**config.mk**
```make
export PLATFORM = sky130hd
export DESIGN_NAME = synth_word_loader
export DESIGN_NICKNAME = d
export VERILOG_FILES = /design/src/rtl/synl_pkg.sv /design/src/rtl/synl_baud.sv /design/src/rtl/synl_shift.sv /design/src/rtl/synl_seq.sv /design/src/rtl/synth_word_loader.sv
export SDC_FILE = /design/constraint.sdc
export NUM_CORES = 1
export LEC_CHECK = 0
export CORE_UTILIZATION = 56
export CTS_CLUSTER_SIZE = 10
export DETAILED_ROUTE_END_ITERATION = 6
export DONT_BUFFER_PORTS = 1
export HOLD_SLACK_MARGIN = 0.03
export PLACE_DENSITY_LB_ADDON = 0.15
export SYNTH_ARGS = -nofsm -noshare
export SYNTH_HDL_FRONTEND = slang
export SYNTH_SLANG_ARGS = --single-unit
```
**constraint.sdc**
```tcl
create_clock -name clk -period 1.8 [get_ports clk]
set_clock_uncertainty 0.15 [all_clocks]
set_input_delay 0.18 -clock clk [delete_from_list [all_inputs] [get_ports clk]]
set_output_delay 0.18 -clock clk [all_outputs]
set_load 0.05 [all_outputs]
```
**src/rtl/synl_pkg.sv**
```systemverilog
package synl_pkg;

    localparam int CTL_W  = 2;
    localparam int CNT_W  = 20;
    localparam int WORD_W = CNT_W + CTL_W;
    localparam int LEN_W  = $clog2(WORD_W + 1);
    localparam int IDX_W  = $clog2(WORD_W);
    localparam int LIST_LEN = 3;
    localparam int LIST_W   = $clog2(LIST_LEN);

    typedef enum logic [1:0] {
        SH_IDLE,
        SH_BITS,
        SH_LOAD
    } sh_state_e;

    typedef enum logic [1:0] {
        SQ_IDLE,
        SQ_ISSUE,
        SQ_WAIT
    } sq_state_e;

    typedef enum logic [CTL_W-1:0] {
        TGT_IF_R = 2'b00,
        TGT_IF_N = 2'b01,
        TGT_RF_R = 2'b10,
        TGT_RF_N = 2'b11
    } tgt_e;

    typedef struct packed {
        logic [WORD_W-1:0] word;
        logic [LEN_W-1:0]  len;
    } xfer_t;

    function automatic logic [WORD_W-1:0] pack_word(logic [CNT_W-1:0] val, tgt_e tgt);
        return {val, tgt};
    endfunction

    function automatic tgt_e list_target(logic [LIST_W-1:0] idx);
        case (idx)
            2'd0:    return TGT_IF_R;
            2'd1:    return TGT_IF_N;
            default: return TGT_RF_R;
        endcase
    endfunction

    function automatic logic len_ok(logic [LEN_W-1:0] len);
        return (len != '0) && (int'(len) <= WORD_W);
    endfunction

endpackage

```
**src/rtl/synl_baud.sv**
```systemverilog
module synl_baud #(
    parameter int DIV = 4
) (
    input  logic clk,
    input  logic rst,
    input  logic run,
    output logic ph_hi,
    output logic ph_end
);
    localparam int PER   = 2 * DIV;
    localparam int CNT_W = $clog2(PER);

    logic [CNT_W-1:0] cnt_q;

    always_ff @(posedge clk) begin
        if (rst || !run) begin
            cnt_q <= '0;
        end else if (ph_end) begin
            cnt_q <= '0;
        end else begin
            cnt_q <= cnt_q + 1'b1;
        end
    end

    assign ph_hi  = int'(cnt_q) >= DIV;
    assign ph_end = int'(cnt_q) == PER - 1;
endmodule

```
**src/rtl/synl_shift.sv**
```systemverilog
module synl_shift
    import synl_pkg::*;
#(
    parameter int DIV = 4
) (
    input  logic  clk,
    input  logic  rst,
    input  logic  go,
    input  xfer_t xfer,
    output logic  busy,
    output logic  finish,
    output logic  sdata,
    output logic  sclk,
    output logic  le
);
    sh_state_e          st_q;
    logic [WORD_W-1:0]  word_q;
    logic [IDX_W-1:0]   bit_q;
    logic               ph_hi, ph_end;

    synl_baud #(.DIV(DIV)) u_baud (
        .clk   (clk),
        .rst   (rst),
        .run   (st_q != SH_IDLE),
        .ph_hi (ph_hi),
        .ph_end(ph_end)
    );

    always_ff @(posedge clk) begin
        if (rst) begin
            st_q   <= SH_IDLE;
            word_q <= '0;
            bit_q  <= '0;
        end else begin
            case (st_q)
                SH_IDLE: if (go) begin
                    word_q <= xfer.word;
                    bit_q  <= IDX_W'(xfer.len - 1'b1);
                    st_q   <= SH_BITS;
                end
                SH_BITS: if (ph_end) begin
                    if (bit_q == '0) st_q <= SH_LOAD;
                    else             bit_q <= bit_q - 1'b1;
                end
                SH_LOAD: if (ph_end) st_q <= SH_IDLE;
                default: st_q <= SH_IDLE;
            endcase
        end
    end

    assign busy   = st_q != SH_IDLE;
    assign finish = (st_q == SH_LOAD) && ph_end;
    assign sclk   = (st_q == SH_BITS) && ph_hi;
    assign sdata  = (st_q == SH_BITS) && word_q[bit_q];
    assign le     = st_q == SH_LOAD;
endmodule

```
**src/rtl/synl_seq.sv**
```systemverilog
module synl_seq
    import synl_pkg::*;
#(
    parameter logic [CNT_W-1:0] IF_R_VAL = 20'h00A03,
    parameter logic [CNT_W-1:0] IF_N_VAL = 20'h04B2C,
    parameter logic [CNT_W-1:0] RF_R_VAL = 20'h00C05
) (
    input  logic  clk,
    input  logic  rst,
    input  logic  start,
    input  logic  finish,
    output logic  running,
    output logic  go,
    output xfer_t xfer,
    output logic  done
);
    sq_state_e          st_q;
    logic [LIST_W-1:0]  idx_q;
    logic [CNT_W-1:0]   vals [LIST_LEN];

    assign vals[0] = IF_R_VAL;
    assign vals[1] = IF_N_VAL;
    assign vals[2] = RF_R_VAL;

    always_ff @(posedge clk) begin
        if (rst) begin
            st_q  <= SQ_IDLE;
            idx_q <= '0;
            done  <= 1'b0;
        end else begin
            case (st_q)
                SQ_IDLE: if (start) begin
                    idx_q <= '0;
                    done  <= 1'b0;
                    st_q  <= SQ_ISSUE;
                end
                SQ_ISSUE: st_q <= SQ_WAIT;
                SQ_WAIT: if (finish) begin
                    if (int'(idx_q) == LIST_LEN - 1) begin
                        done <= 1'b1;
                        st_q <= SQ_IDLE;
                    end else begin
                        idx_q <= idx_q + 1'b1;
                        st_q  <= SQ_ISSUE;
                    end
                end
                default: st_q <= SQ_IDLE;
            endcase
        end
    end

    assign running   = st_q != SQ_IDLE;
    assign go        = st_q == SQ_ISSUE;
    assign xfer.word = pack_word(vals[idx_q], list_target(idx_q));
    assign xfer.len  = LEN_W'(WORD_W);
endmodule

```
**src/rtl/synth_word_loader.sv**
```systemverilog
module synth_word_loader
    import synl_pkg::*;
#(
    parameter int DIV = 4,
    parameter logic [CNT_W-1:0] IF_R_VAL = 20'h00A03,
    parameter logic [CNT_W-1:0] IF_N_VAL = 20'h04B2C,
    parameter logic [CNT_W-1:0] RF_R_VAL = 20'h00C05
) (
    input  logic              clk,
    input  logic              rst,
    input  logic              req_valid,
    input  logic [WORD_W-1:0] req_word,
    input  logic [LEN_W-1:0]  req_len,
    input  logic              init_start,
    output logic              busy,
    output logic              init_done,
    output logic              syn_data,
    output logic              syn_clk,
    output logic              syn_le
);
    logic  sh_busy, sh_finish, sh_go;
    logic  sq_running, sq_go, sq_start, host_go;
    xfer_t sq_xfer, host_xfer, sh_xfer;

    assign busy      = sh_busy | sq_running;
    assign sq_start  = init_start & ~busy;
    assign host_go   = req_valid & ~busy & ~init_start & len_ok(req_len);
    assign host_xfer = '{word: req_word, len: req_len};
    assign sh_go     = sq_go | host_go;
    assign sh_xfer   = sq_go ? sq_xfer : host_xfer;

    synl_seq #(
        .IF_R_VAL(IF_R_VAL),
        .IF_N_VAL(IF_N_VAL),
        .RF_R_VAL(RF_R_VAL)
    ) u_seq (
        .clk    (clk),
        .rst    (rst),
        .start  (sq_start),
        .finish (sh_finish),
        .running(sq_running),
        .go     (sq_go),
        .xfer   (sq_xfer),
        .done   (init_done)
    );

    synl_shift #(.DIV(DIV)) u_shift (
        .clk   (clk),
        .rst   (rst),
        .go    (sh_go),
        .xfer  (sh_xfer),
        .busy  (sh_busy),
        .finish(sh_finish),
        .sdata (syn_data),
        .sclk  (syn_clk),
        .le    (syn_le)
    );
endmodule

```
==> results of run 1 <==
cell usage after synthesis (all sizes together) (2+ instances only):
cell type / number
nor2b: 6
a21oi: 38
nor4: 3
nor2: 13
clkbuf: 11
o31ai: 2
mux2i: 2
nand2b: 6
o22ai: 2
a311oi: 4
or3: 2
a211oi: 12
mux4: 5
and2: 4
nand3b: 3
buf: 9
xnor2: 2
ha: 7
dfxtp: 37
nand2: 9
a31oi: 2
mux2: 2
nand3: 4
nor3: 5
nand4: 10
and3: 3
o21ai: 18
inv: 3
logic make-up (layout without fill, tap and decap cells):
| group | after synthesis | after routing |
|---|---|---|
| xor gates and xnor gates | 3 | 3 |
| adders and majority gates | 7 | 7 |
| other | 0 | 1 |
| DFF | 37 | 37 |
| buffers and inverters | 23 | 76 |
| AOI/OAI and AO/OA | 86 | 86 |
| muxes | 9 | 9 |
| and+or+nand+nor | 72 | 72 |
sequential cells by signal, indices dropped and copies added (netlist names):
| register | cells |
|---|---|
| u_seq.done | 1 |
| u_seq.idx_q | 2 |
| u_seq.st_q | 2 |
| u_shift.bit_q | 5 |
| u_shift.st_q | 2 |
| u_shift.u_baud.cnt_q | 3 |
| u_shift.word_q | 22 |
worst max-delay path by stage:
stage	from	endpoint	slack (ns)	depth (start not counted)
after floorplan	u_shift.bit_q[0]$_SDFFE_PP0P_	syn_data	-0.04	5
final	u_shift.bit_q[0]$_SDFFE_PP0P_	syn_data	-0.52	6
after CTS	u_shift.bit_q[0]$_SDFFE_PP0P_	syn_data	-0.43	6
after global routing	u_shift.bit_q[2]$_SDFFE_PP0P_	syn_data	-0.56	5
after detailed placement	req_len[1]	u_shift.word_q[3]$_SDFFE_PP0P_	-0.18	6
after global placement	req_len[1]	u_shift.word_q[11]$_SDFFE_PP0P_	-0.07	6
tightest hold or removal path, delay by kind of cell:
family	cells	cell delay, ns
compound gates	2	0.21
fa+ha+maj	1	0.19
per-stage QoR:
| stage | hold WS [ns] | setup TNS, ns | utilization | total power, W | setup slack (ns) |
|---|---|---|---|---|---|
| finish | 0.101 | -7.00 | 0.907 | 0.00376 | -0.520 |
| detailed placement | 0.105 | -2.23 | 0.668 | 0.00220 | -0.180 |
| CTS | 0.0480 | -0.758 | 0.803 | 0.00308 | -0.430 |
| floorplan | 0.184 | -0.0379 | - | 0.00187 | -0.0379 |
| global route | 0.0726 | -8.51 | 0.907 | 0.00383 | -0.560 |
| global placement | 0.103 | -0.713 | 0.668 | 0.00216 | -0.0690 |
layer usage:
metal | vias to the layer above | routed length [µm]
met2 | 238 | 4240
li1 | 994 | -
met4 | 0 | 668
met3 | 78 | 818
met1 | 1128 | 3230
met5 | - | 0
what timing repair did:
item | CTS | global route
gates cloned | 1 | 3
pin swaps | 6 | 37
hold buffers | 26 | 0
endpoints found under the hold margin | 37 | 0
buffers inserted | 2 | 6
endpoints found under the setup margin | 29 | 34
gates resized for setup | 20 | 56
final cells by class:
class | count | area share
Tap cell | 46 | 0.0186
Multi-Input combinational cell | 177 | 0.488
Sequential cell | 37 | 0.244
Timing Repair Buffer | 65 | 0.210
Clock buffer | 5 | 0.0121
Clock inverter | 3 | 0.0222
Antenna cell | 1 | 0.000808
Inverter | 3 | 0.00485
power breakdown:
part           switching [W]  internal, W  leakage, nW
logic               0.000972     0.000824        0.761
clock network       0.000351     0.000437       0.0558
registers           0.000213     0.000965        0.305
==> results.md, run 1 <==
- Status: finished, violations left
- Failing checks: setup timing
- Hold Fails Final Rpt: 0
- Synthesized flop and latch total: 37
- Seq/Total Area, Yosys: 0.361
- CP delay by family, top: multiplexers
- Crit Path Class: flip-flop to output port
- Register area: between 700 and 800 µm²
- Vias after detailed routing: between 2000 and 2500
- Rows: 21
- Reg2reg setup slack: -0.41 ns
- XOR/XNOR Fraction of Synth Area: 0.0128
- Post-route cell area: 3100 µm²
- Routed Antenna Nets: 0
- Worst-path fanout max: 4
- Global-route wire length before repair: 10700 µm
- Yosys top cell by area: dfxtp_1
- Worst Hold Class: input pin to flip-flop
- Mux contribution to synthesized area: 0.0757
- Vias/cell: 7.23
- Cell variety after synth: 49
- Combined area of the multi-input logic cells: 1510 µm²
- Non-Filler Instances: 337
- Tmin final: 2.32 ns
- GR met1 Demand/Resource: 0.388
- Die Y: 62.5 µm
- Power Dens Cells: 1210 nW/µm²
- Reg clk slew, reported paths: 0.14 ns
- Pre-antenna DRT Iters: 5
- Top-area cell type share of the netlist area: 0.361
- Cell Area, Synth: 2050 µm²
- Clock Sinks: 37
- RSZ-0062 raised after global routing: yes
- Total grt overflow: 0
- Period utilisation layout: 1.29
- Register-to-Register Path Depth: 7
- Async SR Flop Fraction: 0
- TritonCTS clock tree: done
- Area grow syn2layout: 51.1%
- Initial Utilization: 0.600
- DRC: 0
- Max-slew violation count: 0
- Crit end category: output port
- CP max stage delay: 0.54 ns
- Slowest cell on the critical path: mux4_2
- Grt peak-use layer: met2
- Largest net degree at the start of global routing: 39
- Worst path bufs/invs: 1
- Buffers added on ports: 0
- Die width: 62.5 µm
- DRT iter0 DRCs: 313
- Largest family of logic cells by synthesized area: compound AO/OA/AOI/OAI gates
- Hold_sp: req_len[1]
- Startpoint Class: flip-flop
- Routed wire length: 8960 µm
- Simple-Gate Fraction of Synth Area: 0.200
- Reg-to-Reg Start: u_seq.st_q[1]$_SDFFE_PP0P_
- CTS Root Cell: clkbuf_4
- Worst Slack Setup Final: -0.520 ns
- Met2 Usage GRT: 0.614
- DP HPWL: about 3800 µm
- Die Area: approximately 4000 µm²
- Synthesized net count: 275
- Max_slew headroom: 0.591
- Commonest non-fill, non-tap cell in the layout: dfxtp_1
- Inst Count DP: 292
- Ratio of cells with drive above 1 in the final layout: 0.386
- Final setup vio count: 31
- Cell Chain, Critical Path: buf_6, mux4_2, nand2b_4, a311oi_4, o21ai_2, o21ai_4
- P_leak: 1.12 nW
- Layout Nets: 327
- Yosys warns: 0
- Core box area: roughly 3400 µm²
- Placed instance area: around 2300 µm²
- Fmax: 0.431 GHz
- H-tree Lvls: 2
- Initial antenna violation count: 1
- Most frequent cells in the layout: 32 x dfxtp_1, 28 x buf_4, 25 x dlygate4sd3_1
- Synthesized area per cell: 8.65 µm²
- Fillcell total: 134
- DR WL/cell: 26.6 µm
- EDFF count, synth: 0
- Worst VDD drop: 851 µV
- Area contributors post-synth: dfxtp_1 36%, a21oi_1 9.0%, mux4_2 5.5%, a211oi_1 4.4%, ha_1 4.3%
- Total track usage: 0.355
- Routing usage on met3: 0.0693
- CP required: 1.47 ns
- Post-Syn Instances: 237
- Post-synthesis adder-cell area fraction: 0.0427
- Worst reg2reg endpoint: u_shift.word_q[4]$_SDFFE_PP0P_
- GPL Wtd Cong: 0.889
- Worst slew pin tran: slightly above 0.6 ns
- Cells on Worst Hold Path: 3
- Hold Path End: u_shift.bit_q[1]$_SDFFE_PP0P_
- Clk buf depth: 2
- Complex-gate fraction of the synthesized area: 0.256
- Main synth FF type: dfxtp_1
- I/O pins: 36
- Number of global-route vias before repair: 2255
- Clock Latency Late Sink: 0.37 ns
- CTS Buf Count: 5
- Max_cap viols: 0
- Arrival time at the worst endpoint: around 2 ns
Power figures use the tool's default switching activity.
==> run 2: changes to the inputs <==
Settings changed: PLACE_DENSITY_LB_ADDON 0.15 to 0.1.
==> run 2 against run 1 <==
Against the previous run:
- the run still ends with setup timing left
- worst setup slack improved by 0.081 ns
- register-to-register slack improved by 0.05 ns
- final cell count rose by 1.8%
- critical path depth fell by 2
- largest cell class unchanged
- critical endpoint unchanged
==> results.md, run 2 (synthesized netlist as in run 1, its figures left out) <==
- Clock Sinks: 37
- Failing checks: setup timing
- Largest net degree at the start of global routing: 39
- Routed wire length: between 8000 and 9000 µm
- Rows: 21
- Fin util: 0.897
- CTS Buf Count: 5
- GPL Wtd Cong: approximately 0.9
- Clock Latency Late Sink: 0.35 ns
- Global-route wire length before repair: 10200 µm
- Area grow syn2layout: 49.4%
- DR WL/cell: 23.6 µm
- H-tree Lvls: 2
- Max_cap viols: 0
- Combined area of the multi-input logic cells: approximately 1400 µm²
- P_leak: 1.15 nW
- Routed Antenna Nets: 0
- Inst Count DP: roughly 300
- Max FFs per register: 22
- Setup tns final: -3.92 ns
- Vias/cell: roughly 7.0
- Final setup vio count: 30
- Ratio of cells with drive above 1 in the final layout: 0.367
- Power Dens Cells: 1140 nW/µm²
- Fmax: 0.447 GHz
- Startpoint Class: flip-flop
- Placed instance area: 2320 µm²
- Reg clk slew, reported paths: ~0.14 ns
- Worst VDD drop: 1020 µV
- Commonest non-fill, non-tap cell in the layout: dfxtp_1
- Worst Slack Setup Final: -0.439 ns
- Cells on Worst Hold Path: 3
- CTS Root Cell: clkbuf_4
- Max-slew violation count: 0
- Fillcell total: 143
- I/O pins: 36
- Die Y: 62.5 µm
- Crit end category: output port
- TritonCTS clock tree: done
- Register-to-Register Path Depth: 6
- Vias after detailed routing: 2409
- Arrival time at the worst endpoint: ~1.9 ns
- Die Area: 3910 µm²
- Post-route cell area: around 3000 µm²
- Status: finished, violations left
- Placement Setup Slack: -0.380 ns
- Clk buf depth: 2
- Register area: 749 µm²
- Crit Path Class: flip-flop to output port
- Hold Fails Final Rpt: 0
- Regs by FF count: u_shift.word_q (22), u_shift.bit_q (5), u_shift.u_baud.cnt_q (3)
- CP required: 1.47 ns
- Tmin final: 2.24 ns
- Period utilisation layout: 1.24
- DP HPWL: 3810 µm
- Worst Hold Class: input pin to flip-flop
- Max_slew headroom: 0.506
- DRC: 0
- Buffers added on ports: 0
- Number of global-route vias before repair: 2148
- Pre-antenna DRT Iters: 5
- Initial antenna violation count: 0
- Most frequent cells in the layout: 32 x dfxtp_1, 30 x buf_4, 26 x a21oi_1
- DRT iter0 DRCs: about 350
- RSZ-0062 raised after global routing: yes
- Worst-path fanout max: 5
- Ant. Diodes: 0
- Core box area: 3420 µm²
- Initial Utilization: 0.600
- Total track usage: 0.333
- Worst slew pin tran: 0.734 ns
- Die width: 62.5 µm
- Total grt overflow: 0
- Layout Nets: 334
- Non-Filler Instances: 343
- Biggest register: u_shift.word_q
run 2: cell count changes in the layout (fill, tap and decap cells not counted), sizes merged:
cell | before | now
nor2 | 13 | 14
bufinv | 2 | 1
buf | 38 | 45
a21oi | 38 | 39
diode | 1 | 0
clkbuf | 7 | 6
run 2: area by class of cell:
| cell class | instances | area share |
|---|---|---|
| Multi-Input combinational cell | 179 | 0.471 |
| Sequential cell | 37 | 0.245 |
| Timing Repair Buffer | 70 | 0.232 |
| Tap cell | 46 | 0.0188 |
| Clock buffer | 6 | 0.0167 |
| Clock inverter | 2 | 0.0123 |
| Inverter | 3 | 0.00368 |
run 2: worst paths after layout:
check | start | to | slack [ns]
hold reg to reg | u_shift.u_baud.cnt_q[0]$_SDFF_PP0_ | u_shift.u_baud.cnt_q[0]$_SDFF_PP0_ | 0.29
setup reg to reg | u_shift.bit_q[0]$_SDFFE_PP0P_ | u_shift.bit_q[2]$_SDFFE_PP0P_ | -0.36
setup / recovery | u_shift.bit_q[0]$_SDFFE_PP0P_ | syn_data | -0.44
hold / removal | req_len[1] | u_shift.bit_q[1]$_SDFFE_PP0P_ | 0.03
run 2: through the flow:
step	total power (W)	hold WS [ns]
2_1_floorplan	0.00187	0.184
3_3_place_gp	0.00219	0.102
3_5_place_dp	0.00224	0.104
4_1_cts	0.00311	0.0456
5_1_grt	0.00361	0.0427
6_report	0.00350	0.0324
run 2: routing by layer:
layer / GRT usage / vias to the layer above / share of wire
met3: 0.0566 / 55 / 0.11
met1: 0.404 / 1102 / 0.36
met5: 0 / - / 0
met2: 0.577 / 246 / 0.47
met4: 0.142 / 0 / 0.057
li1: - / 1006 / -
run 2: critical path, stage by stage (launching register included):
cell	delay, ns
dfxtp_4	0.43
mux4_2	0.50
mux2_4	0.29
o21ai_2	0.18
o21ai_4	0.16
run 2: timing repair:
action / CTS / global route
pin swaps: 20 / 29
gates cloned: 3 / 2
hold buffers: 26 / 0
gates resized for setup: 28 / 46
endpoints found under the setup margin: 22 / 33
buffers inserted: 4 / 5
hold endpoints to repair: 37 / 0
run 2: report_power, final:
| part | leakage (nW) | internal (W) | switching, W |
|---|---|---|---|
| combinational | 0.797 | 0.000813 | 0.000908 |
| clock | 0.0445 | 0.000330 | 0.000312 |
| sequential | 0.305 | 0.000963 | 0.000175 |
| total | 1.15 | 0.00211 | 0.00139 |
==> run 3: changes to the inputs <==
Settings changed: RECOVER_POWER set to 25.
==> run 3 against run 2 <==
Against the previous run:
- the run still ends with setup timing left
- hold slack better by 0.017 ns
- worst setup slack gained 0.0032 ns
- largest cell class unchanged
- die area unchanged
- critical path depth unchanged
- clock power barely moved
- register-to-register slack about the same
==> results.md, run 3 (synthesized netlist as in run 1, its figures left out) <==
- Critical Path Start: u_shift.bit_q[0]$_SDFFE_PP0P_
- Placed instance area: between 2000 and 2500 µm²
- Clock Latency Late Sink: 0.35 ns
- Failing checks: setup timing
- Reg2reg setup slack: -0.35 ns
- Ant. Diodes: 0
- DP HPWL: 3810 µm
- Pre-antenna DRT Iters: 6
- Crit Path Class: flip-flop to output port
- Area grow syn2layout: 49.2%
- Core box area: 3420 µm²
- Ratio of cells with drive above 1 in the final layout: 0.364
- Status: finished, violations left
- DRC: 0
- P_leak: 1.14 nW
- Tmin final: 2.24 ns
- Cell Chain, Critical Path: mux4_2, mux2_4, o21ai_2, o21ai_4
- Global-route wire length before repair: 10200 µm
- Reg clk slew, reported paths: 0.14 ns
- Overall power: 0.00350 W
- Routed wire length: around 8100 µm
- TritonCTS clock tree: done
- Clock Sinks: 37
- Die Area: roughly 4000 µm²
- Worst reg2reg endpoint: u_shift.bit_q[2]$_SDFFE_PP0P_
- Startpoint Class: flip-flop
- Layout Nets: 334
- Worst path bufs/invs: 0
- Slowest cell on the critical path: mux4_2
- Worst Slack Setup Final: -0.436 ns
- Buffers added on ports: 0
- Power Dens Cells: 1140 nW/µm²
- Max FFs per register: 22
- CP endpoint: syn_data
- CP delay by family, top: multiplexers
- Routed Antenna Nets: 0
- Worst VDD drop: 1020 µV
- CP max stage delay: 0.50 ns
- Most frequent cells in the layout: 32 x dfxtp_1, 29 x buf_4, 26 x a21oi_1
- Max-slew violation count: 0
- Post-route cell area: roughly 3100 µm²
- CP required: 1.47 ns
- Commonest non-fill, non-tap cell in the layout: dfxtp_1
- DR WL/cell: approximately 24 µm
- Initial Utilization: 0.600
- Largest net degree at the start of global routing: 39
- I/O pins: 36
- Total grt overflow: 0
- Initial antenna violation count: 0
- Number of global-route vias before repair: 2148
- RSZ-0062 raised after global routing: yes
- GPL Wtd Cong: 0.899
- Hold Fails Final Rpt: 0
- Period utilisation layout: 1.24
- Max_cap viols: 0
- Crit end category: output port
- Die width: 62.5 µm
- Register-to-Register Path Depth: 6
- Rows: 21
- Fillcell total: around 140
- Die Y: around 63 µm
- Placement Setup Slack: -0.380 ns
- Arrival time at the worst endpoint: 1.91 ns
- Clk buf depth: 2
- Fmax: around 0.45 GHz
- Worst Hold Class: input pin to flip-flop
- Biggest register: u_shift.word_q
- CTS Root Cell: clkbuf_4
- DRT iter0 DRCs: 349
- Vias after detailed routing: 2427
- CP Depth: 4
- Worst slew pin tran: 0.754 ns
- H-tree Lvls: 2
- Total track usage: 0.333
- Vias/cell: between 7 and 8
- Reg-to-Reg Start: u_shift.bit_q[0]$_SDFFE_PP0P_
- CTS Buf Count: 5
- Final setup vio count: 30
- Worst-path fanout max: 5
- Regs by FF count: u_shift.word_q (22), u_shift.bit_q (5), u_shift.u_baud.cnt_q (3)
- Max_slew headroom: 0.492
==> run 3: cell type report <==
cell class,count,area [µm²],share of cell area
tap,46,57.6,0.0188
clock inverter,2,37.5,0.0123
sequential,37,749,0.245
multi-input combinational,179,1440,0.472
clock buffer,6,51.3,0.0168
inverter,3,11.3,0.00368
timing repair buffer,70,708,0.231
==> run 3: stage by stage <==
step	TNS [ns]	hold slack, ns	util	instances
CTS	-0.793	0.0456	0.838	337
global route	-6.81	0.0427	0.896	343
detailed placement	-5.12	0.104	0.680	296
global placement	-3.06	0.102	0.680	296
finish	-3.79	0.0494	0.896	343
floorplan	-0.0379	0.184	-	237
==> run 3: where the power goes <==
part           switching, W  leakage [nW]  internal, W
logic              0.000904         0.793     0.000813
clock network      0.000309        0.0445     0.000330
registers          0.000175         0.305     0.000963
total               0.00139          1.14      0.00211
==> run 3: worst min-delay path by stage <==
stage | from | end | slack (ns) | depth (start not counted)
detailed placement | rst | u_shift.word_q[12]$_SDFFE_PP0P_ | 0.10 | 1
CTS | req_len[1] | u_shift.bit_q[1]$_SDFFE_PP0P_ | 0.05 | 3
finish | req_len[1] | u_shift.bit_q[1]$_SDFFE_PP0P_ | 0.05 | 3
floorplan | req_word[14] | u_shift.word_q[14]$_SDFFE_PP0P_ | 0.18 | 2
global placement | rst | u_shift.word_q[12]$_SDFFE_PP0P_ | 0.10 | 1
global route | req_len[1] | u_shift.bit_q[1]$_SDFFE_PP0P_ | 0.04 | 3
==> run 3: layer usage <==
| layer | global-route usage | part of all wire |
|---|---|---|
| met3 | 0.0566 | 0.10 |
| met2 | 0.577 | 0.47 |
| met5 | 0 | 0 |
| met4 | 0.142 | 0.060 |
| met1 | 0.404 | 0.37 |
==> run 3: worst register-to-register path, delay by kind of cell (launching register included) <==
kind	cells	cell delay, ns
flops	1	0.41
compound gates	3	0.87
simple gates	2	0.50
buf+inv	1	0.13
==> run 3: repair_timing <==
action / in CTS / in global routing
pin swaps: 20 / 29
endpoints found under the hold margin: 37 / 0
setup buffers: 4 / 5
cloned: 3 / 2
resized for setup: 28 / 46
endpoints found under the setup margin: 22 / 33
hold buffers: 26 / 0
